### src/rtl/shcfg_pkg.sv
package shcfg_pkg;

    localparam int CFG_BYTES   = 256;
    localparam int CFG_AW      = 8;
    localparam int SHADOW_EN_OFF = 8'h44;
    localparam int ROUTE_OFF     = 8'h45;

    typedef enum logic [1:0] {
        RT_RDEXT_WRINT = 2'd0,
        RT_BOTH_EXT    = 2'd1,
        RT_BOTH_INT    = 2'd2,
        RT_RDINT_WREXT = 2'd3
    } route_e;

    typedef enum logic {
        RD_IDLE = 1'b0,
        RD_RESP = 1'b1
    } rd_state_e;

    // Byte value held after reset at a given offset.
    function automatic logic [7:0] fixed_byte(input int idx);
        logic [7:0] v;
        case (idx)
            0:  v = 8'h39;
            1:  v = 8'h10;
            2:  v = 8'h96;
            3:  v = 8'h04;
            4:  v = 8'h07;
            6:  v = 8'h80;
            7:  v = 8'h02;
            8:  v = 8'h02;
            11: v = 8'h06;
            default: v = 8'h00;
        endcase
        return v;
    endfunction

    function automatic bit cfg_writable(input int idx);
        return (idx >= 4 && idx < 8) || (idx >= 8'h40);
    endfunction

endpackage

### src/rtl/shcfg_regfile.sv
module shcfg_regfile
    import shcfg_pkg::*;
(
    input  logic              clk,
    input  logic              rst_n,
    input  logic              wr_en,
    input  logic [CFG_AW-1:0] wr_addr,
    input  logic [7:0]        wr_data,
    input  logic              bus_reset,
    input  logic [CFG_AW-1:0] rd_addr,
    output logic [7:0]        rd_byte,
    output logic [7:0]        shadow_en,
    output logic [1:0]        route_code
);
    logic [7:0] bytes_w [CFG_BYTES];

    for (genvar i = 0; i < CFG_BYTES; i++) begin : g_byte
        if (cfg_writable(i)) begin : g_rw
            localparam bit IS_EN = (i == SHADOW_EN_OFF);
            logic [7:0] q;
            logic [7:0] nxt;
            always_comb begin
                nxt = q;
                if (wr_en && (wr_addr == CFG_AW'(i))) nxt = wr_data;
                if (IS_EN && bus_reset) nxt = nxt & 8'h0F;
            end
            always_ff @(posedge clk) begin
                if (!rst_n) q <= fixed_byte(i);
                else        q <= nxt;
            end
            assign bytes_w[i] = q;
        end else begin : g_ro
            assign bytes_w[i] = fixed_byte(i);
        end
    end

    assign rd_byte    = bytes_w[rd_addr];
    assign shadow_en  = bytes_w[SHADOW_EN_OFF];
    assign route_code = bytes_w[ROUTE_OFF][1:0];

endmodule

### src/rtl/shcfg_seg_decode.sv
module shcfg_seg_decode
    import shcfg_pkg::*;
#(
    parameter int ADDR_W      = 32,
    parameter int REGION_BASE = 32'h000C_0000,
    parameter int SEG_SHIFT   = 15,
    parameter int SEG_COUNT   = 8
) (
    input  logic [ADDR_W-1:0] mem_addr,
    input  logic              mem_wr,
    input  logic [7:0]        shadow_en,
    input  logic [1:0]        route_code,
    output logic              mem_internal
);
    localparam int SEG_BITS = $clog2(SEG_COUNT);
    localparam logic [ADDR_W-1:0] LO = ADDR_W'(REGION_BASE);
    localparam logic [ADDR_W-1:0] HI = ADDR_W'(REGION_BASE + (SEG_COUNT << SEG_SHIFT) - 1);

    logic                in_region;
    logic [SEG_BITS-1:0] seg;
    logic                seg_on;

    assign in_region = (mem_addr >= LO) && (mem_addr <= HI);
    assign seg       = mem_addr[SEG_SHIFT +: SEG_BITS];
    assign seg_on    = shadow_en[seg];

    always_comb begin
        if (!in_region) begin
            mem_internal = 1'b1;
        end else if (!seg_on) begin
            mem_internal = 1'b0;
        end else begin
            unique case (route_e'(route_code))
                RT_RDEXT_WRINT: mem_internal = mem_wr;
                RT_BOTH_EXT:    mem_internal = 1'b0;
                RT_BOTH_INT:    mem_internal = 1'b1;
                RT_RDINT_WREXT: mem_internal = !mem_wr;
            endcase
        end
    end

endmodule

### src/rtl/shcfg_rd_fsm.sv
module shcfg_rd_fsm
    import shcfg_pkg::*;
(
    input  logic       clk,
    input  logic       rst_n,
    input  logic       rd_req,
    input  logic [7:0] rd_byte,
    output logic [7:0] rdata,
    output logic       rvalid
);
    rd_state_e state_q, state_d;
    logic [7:0] rdata_q;

    always_ff @(posedge clk) begin
        if (!rst_n) state_q <= RD_IDLE;
        else        state_q <= state_d;
    end

    always_comb begin
        unique case (state_q)
            RD_IDLE: state_d = rd_req ? RD_RESP : RD_IDLE;
            RD_RESP: state_d = rd_req ? RD_RESP : RD_IDLE;
        endcase
    end

    always_ff @(posedge clk) begin
        if (!rst_n)      rdata_q <= 8'h00;
        else if (rd_req) rdata_q <= rd_byte;
    end

    assign rdata  = rdata_q;
    assign rvalid = (state_q == RD_RESP);

endmodule

### src/rtl/shadow_cfg_unit.sv
module shadow_cfg_unit
    import shcfg_pkg::*;
#(
    parameter int ADDR_W = 32
) (
    input  logic              clk,
    input  logic              rst_n,
    input  logic              cfg_wr,
    input  logic              cfg_rd,
    input  logic [7:0]        cfg_addr,
    input  logic [7:0]        cfg_wdata,
    output logic [7:0]        cfg_rdata,
    output logic              cfg_rvalid,
    input  logic              bus_reset,
    input  logic [ADDR_W-1:0] mem_addr,
    input  logic              mem_wr,
    output logic              mem_internal,
    output logic              bios_shadow_on
);
    logic [7:0] rd_byte_w;
    logic [7:0] shadow_en_w;
    logic [1:0] route_w;

    shcfg_regfile u_regs (
        .clk        (clk),
        .rst_n      (rst_n),
        .wr_en      (cfg_wr),
        .wr_addr    (cfg_addr),
        .wr_data    (cfg_wdata),
        .bus_reset  (bus_reset),
        .rd_addr    (cfg_addr),
        .rd_byte    (rd_byte_w),
        .shadow_en  (shadow_en_w),
        .route_code (route_w)
    );

    shcfg_seg_decode #(.ADDR_W(ADDR_W)) u_dec (
        .mem_addr     (mem_addr),
        .mem_wr       (mem_wr),
        .shadow_en    (shadow_en_w),
        .route_code   (route_w),
        .mem_internal (mem_internal)
    );

    shcfg_rd_fsm u_rd (
        .clk     (clk),
        .rst_n   (rst_n),
        .rd_req  (cfg_rd),
        .rd_byte (rd_byte_w),
        .rdata   (cfg_rdata),
        .rvalid  (cfg_rvalid)
    );

    assign bios_shadow_on = |shadow_en_w[7:4];

endmodule

### config.mk
export PLATFORM = sky130hd
export DESIGN_NAME = shadow_cfg_unit
export DESIGN_NICKNAME = d
export VERILOG_FILES = /design/src/rtl/shcfg_pkg.sv /design/src/rtl/shcfg_regfile.sv /design/src/rtl/shcfg_seg_decode.sv /design/src/rtl/shcfg_rd_fsm.sv /design/src/rtl/shadow_cfg_unit.sv
export SDC_FILE = /design/constraint.sdc
export NUM_CORES = 2
export LEC_CHECK = 0
export CAP_MARGIN = 5
export CORE_ASPECT_RATIO = 0.8
export CORE_MARGIN = 2
export CORE_UTILIZATION = 55
export CTS_CLUSTER_DIAMETER = 30
export CTS_CLUSTER_SIZE = 24
export DETAILED_ROUTE_END_ITERATION = 10
export GPL_TIMING_DRIVEN = 0
export HOLD_SLACK_MARGIN = 0.08
export MAX_ROUTING_LAYER = met4
export PLACE_DENSITY = 0.73
export SLEW_MARGIN = 10
export SYNTH_ARGS = -nofsm -noshare
export SYNTH_HDL_FRONTEND = slang
export SYNTH_SLANG_ARGS = --single-unit
### constraint.sdc
create_clock -name clk -period 5.2 [get_ports clk]
set_input_delay 1.04 -clock clk [delete_from_list [all_inputs] [get_ports clk]]
set_output_delay 1.04 -clock clk [all_outputs]
set_load 0.02 [all_outputs]
-- Yosys cells after proc, flatten, opt, wreduce, memory -nomap -nowiden
Cells that the tools add are included.
- bitwise gates (word level): 2
- order comparisons: 4
- mux-type cells: 10
- equal/unequal tests: 199
- reductions and logical operators: 201
- operators with widths (cell ; count):
    $eq 8x8->1 const B ; 128
    $eq 8x7->1 const B ; 64
    $logic_and 1x1->1 ; 197
    $bmux 8 s8 ; 1
    $eq 8x3->1 const B ; 4
    $ge 32x20->1 const B ; 1
    $le 32x20->1 const B ; 1
    $mux 8 ; 3
    $ge 9x9->1 const B ; 1
    $not 8->9 ; 1
    $eq 2x2->1 const B ; 2
    $lt 3x4->1 const B ; 1
    $mux 1 ; 4
    $pmux 1 s4 ; 1
    $reduce_or 4->1 ; 1
    $bmux 1 s3 ; 1
    $eq 2x1->1 const B ; 1
    $logic_not 2->1 ; 1
    $reduce_or 2->1 ; 1
    $logic_not 1->1 ; 1
    $not 1->1 ; 1
- input bits: 54
- register bits after elaboration: 1577
- output and inout port bits: 11
- logic and storage cells: 615

-- Logic depth before layout (Yosys ltp)
- depth in word-level cells: 4
- depth in mapped cells: 13
- depth with buffers taken out: 8

-- By module
From an unflattened synthesis, not the netlist that was laid out.
- cell total of the unflattened synthesis: 8148
- area total of the unflattened synthesis: 73681.9 um^2
- modules (own cells, without submodules) (module ; area an instance (um^2) ; instances ; cells an instance):
    shcfg_regfile ; 73230.2 ; 1 ; 8105
    shcfg_rd_fsm ; 329.1 ; 1 ; 27
    shcfg_seg_decode ; 115.1 ; 1 ; 15
    shadow_cfg_unit ; 7.5 ; 1 ; 1

-- Least setup slack after synthesis
OpenSTA, ideal clock, no wires.
- path type: input -> register
- from: input cfg_addr[1]
- to: register u_regs.g_byte[205].g_rw.q[0]
- arrival time: 3.403 ns
- library setup time: 0.076 ns
- required time: 5.124 ns
- buffers on the path: 5
- path slack: 1.722 ns
- stages: 11
- path through: buf_6 -> buf_6 -> inv_2 -> clkbuf_1 -> ha_1 -> clkbuf_1 -> clkbuf_1 -> nand3_1 -> nor2_1 -> nand2_1 -> a21boi_0
- word-level cells in the longest chain between the ends: 2
- RTL lines (item ; line ; source):
    from (decl) ; shadow_cfg_unit.sv:10 ; input logic [7:0] cfg_addr,
    $eq 8x8->1 ; shcfg_regfile.sv:24 ; if (wr_en && (wr_addr == CFG_AW'(i))) nxt = wr_data;
    $logic_and 1x1->1 ; shcfg_regfile.sv:24 ;
    to (signal assigned) ; shcfg_regfile.sv:28 ; if (!rst_n) q <= fixed_byte(i);
    to (signal assigned) ; shcfg_regfile.sv:29 ; else q <= nxt;
    to (decl) ; shcfg_regfile.sv:20 ; logic [7:0] q;
No other way between the ends.
A chain may end at the register's enable or synchronous reset.

-- Final worst setup path
- from: input cfg_addr[0]
- to: register u_regs.g_byte[252].g_rw.q[4]
- word-level cells in the longest chain between the ends: 2
- RTL lines (item ; line):
    $eq 8x8->1 ; shcfg_regfile.sv:24
    $logic_and 1x1->1 ; shcfg_regfile.sv:24
    to (signal assigned) ; shcfg_regfile.sv:28
    to (signal assigned) ; shcfg_regfile.sv:29
    to (decl) ; shcfg_regfile.sv:20
No other way between the ends.

==> flow_summary_export.csv <==
group,metric,value,unit
status,status,"complete, but fails checks",
status,failed_checks,"setup timing",
sta,setup_ws,-0.161,ns
global_routing,antenna_found_initial,31,
sta,rsz0062_at_grt,"no",
power,clkPwrFrac,59.4,%
routing,drtAntennaViolNets,0,
logic_synthesis,async_reset_ff_share,0,%
logic_synthesis,netlist_area,72500,um2
cells_and_area,syn_to_final_growth,19.8,%
routing,drt_iter0_drc,12200,
global_routing,grt_overflow,0,
clocking,clkSinkCount,1577,
run,cap_viol_max_count,0,
routing,dr.pass1.iters,10,
clocking,holdBufCountCts,0,
place,placed_cell_area,75700,um2
cells_and_area,multi_input_area,38400,um2
routing,wl_per_cell,33.9,um
logic_synthesis,synth_area_per_cell,8.71,um2
cells_and_area,final_area,86900,um2
sta,hold_viol,0,
logic_synthesis,synth.distinct_cells,60,
floorplanning,die_w,410,um
clocking,htreeDepth,5,
critical_path,critical_path_class,"primary input to flop",
critical_path,start_kind,"primary input",
cells_and_area,fin_nets,8766,
logic_synthesis,synthTopCellsByArea,"dfxtp_1 (44%), nand2_1 (16%), a21boi_0 (12%)",
global_routing,grt_pass1_wl,498,mm
routing,drc,0,
cells_and_area,fill_cells,10800,
floorplanning,initial_core_util,55.2,%
sta,setup_viol,84,
sta,finalSetupTns,-4.43,ns
floorplanning,io_pins,65,
routing,vias,72500,
logic_synthesis,yosysSeqAreaShare,43.5,%
power,pwr-share-seq,34.2,%
sta,worstMarginPinSlew,1.43,ns
clocking,cts_tree,"built",
routing,drt-total-wl,365,mm
power,p_leak,0.0282,uW
sta,max_freq,187,MHz
critical_path,cp_slowest_cell,"clkdlybuf4s50_1",
logic_synthesis,synth-edff-count,0,
critical_path,path_cells,"clkdlybuf4s50_1, buf_6, buf_6, buf_4, inv_1, clkbuf_4, ha_2, clkbuf_2, nand3_2, buf_12, nor2_1, nand2_1, a21boi_0",
logic_synthesis,yosysWarningCount,0,
logic_synthesis,netlist.area_leader.share,43.5,%
sta,period_share,103,%
logic_synthesis,synth-seq-cells,1577,
routing,via_per_inst,6.74,
sta,skew,0.0524,ns
logic_synthesis,synth_nets,8386,
clocking,clock_path_buffers,4,
critical_path,required,6.05,ns
logic_synthesis,synth_flop_cell,"dfxtp_1",
clocking,worstSkewPairLatency,0.95,ns
global_routing,gr-usage-all-layers,54.1,%
global_routing,grt_start_max_net_pins,17,
floorplanning,die_area,135000,um2
place,dp_hpwl,259,mm
hold_path,hold_path_class,"flop to flop",
logic_synthesis,yosysTopAreaCell,"dfxtp_1",
cells_and_area,regArea,31600,um2
floorplanning,die-height,329,um
power,p_sw,8980,uW
critical_path,crit_arrival,6.21,ns
critical_path,crit_top_cell,"buf_6",
sta,finalMaxSlewViolations,0,
logic_synthesis,synthCells,8328,
power,power_density,410,nW/um2
critical_path,crit_fanout,11,
cells_and_area,stdcell_count,10700,
floorplanning,rows,119,
critical_path,endpoint_kind,"flop",
place,dp.cells,10100,
floorplanning,coreArea,131000,um2
critical_path,crit_path_max_incr_delay,0.66,ns
global_routing,first_global_vias,65800,
sta,period_needed,5.36,ns
power,switching_share,25.2,%
place,gp_congestion,1.08,
clocking,cts_root_buf,"clkbuf_16",
power,intPower,26600,uW
cells_and_area,drive_gt1_share,12.8,%
power,irDropWorstVdd,0.000389,V
power,combPwrFrac,6.4,%
sta,slew_headroom,4.37,%
place,port-buffer-count,38,
clocking,clkTransAtPathRegs,0.05,ns
clocking,cts_made_buffers,320,
[synthesized netlist by cell type, types with 36 or more instances]
library cell     n
dfxtp_1       1577
mux2i_1        140
a22oi_1         64
mux4_2         356
buf_6           36
nand3_1        299
buf_2           53
a21oi_1         40
buf_4           40
a21boi_1       374
a21boi_0      1185
nand2_1       3146
nor2_1         228
clkbuf_1       459
[per-layer routing]
metal	GRT usage, %	up-vias	wire length, um
li1	-	29400	-
met1	66.7	35200	132000
met2	69.6	6289	140000
met3	24.6	1541	62100
met4	37.5	0	30500
met5	-	-	0
[registers in the layout (all words and copies together), names as in the netlist]
| signal | count |
|---|---|
| u_regs.shadow_en | 8 |
| u_regs.g_byte.g_rw.q | 1560 |
| u_rd.rdata | 8 |
| u_rd.rvalid | 1 |
[through the flow]
step / hold slack, ns / utilization, % / power (uW) / setup WS, ns
floorplan: 0.432 / - / 13400 / 1.72
global placement: 0.437 / 57.2 / 14500 / -3.22
detailed placement: 0.444 / 57.7 / 14500 / -1.73
CTS: 0.448 / 66.0 / 35200 / 0.0569
global route: 0.466 / 66.1 / 35900 / 0.0626
finish: 0.449 / 66.2 / 35600 / -0.161
[path summary, 6_finish.rpt]
check | startpoint | cells past startpoint | slack [ns] | to
min reg2reg | u_regs.g_byte[85].g_rw.q[5]$_SDFFE_PN0P_ | 2 | 0.45 | u_regs.g_byte[85].g_rw.q[5]$_SDFFE_PN0P_
max reg2reg | u_rd.rdata[3]$_SDFFE_PN0P_ | 6 | 2.10 | u_rd.rdata[3]$_SDFFE_PN0P_
max | cfg_addr[0] | 13 | -0.16 | u_regs.g_byte[252].g_rw.q[4]$_SDFFE_PN0P_
min | u_regs.g_byte[85].g_rw.q[5]$_SDFFE_PN0P_ | 2 | 0.45 | u_regs.g_byte[85].g_rw.q[5]$_SDFFE_PN0P_
[placed cells by master, fill, tap and decap left out, drive strengths merged, types with 12 or more instances in the layout]
master / count
a21oi: 40
diode: 45
o22ai: 32
a221oi: 14
a211oi: 19
nand2b: 13
o221ai: 15
clkinvlp: 34
a22oi: 64
inv: 40
clkdlybuf4s50: 38
dfxtp: 1577
nor2b: 16
a22o: 13
mux2i: 140
nand2: 3146
mux4: 356
a21boi: 1559
nor2: 263
nand3: 307
clkinv: 64
o21ai: 29
buf: 169
nor3: 12
bufinv: 39
a31oi: 12
clkbuf: 847
[cell type report]
type / count / share of cell area [%]
timing repair buffer: 61 / 1.07
multi-input combinational: 6139 / 44.2
buffer: 603 / 3.20
tap: 1754 / 2.53
sequential: 1577 / 36.3
inverter: 6 / 0.0259
clock inverter: 171 / 2.48
antenna: 45 / 0.130
clock buffer: 390 / 10.1
[power groups by stage]
| stage | clock network [uW] | logic (uW) | registers (uW) |
|---|---|---|---|
| after floorplan | 0 | 1010 | 12400 |
| after global placement | 0 | 2070 | 12400 |
| after detailed placement | 0 | 2090 | 12400 |
| after CTS | 20900 | 2100 | 12200 |
| after global routing | 21500 | 2200 | 12100 |
| final | 21100 | 2290 | 12200 |
[worst max-delay path, delay by kind of cell]
family / cells / cell delay [ns]
adders and majority gates: 1 / 0.51
AOI/OAI and AO/OA: 1 / 0.19
and+or+nand+nor: 3 / 1.08
buffers and inverters: 8 / 3.28
[kinds of logic after synthesis]
group	after synthesis	share of synthesized area [%]
and+or+nand+nor	3805	20.8
DFF	1577	43.5
AOI/OAI and AO/OA	1831	18.8
buffers and inverters	612	3.84
adders and majority gates	4	0.0690
muxes	499	13.0
[repair_timing]
item	in CTS	in global routing
pin swaps	0	0
buffers inserted	2	0
resized for setup	9	9
setup endpoints to repair	400	89
Note: power is estimated with default switching activity, not from simulation.
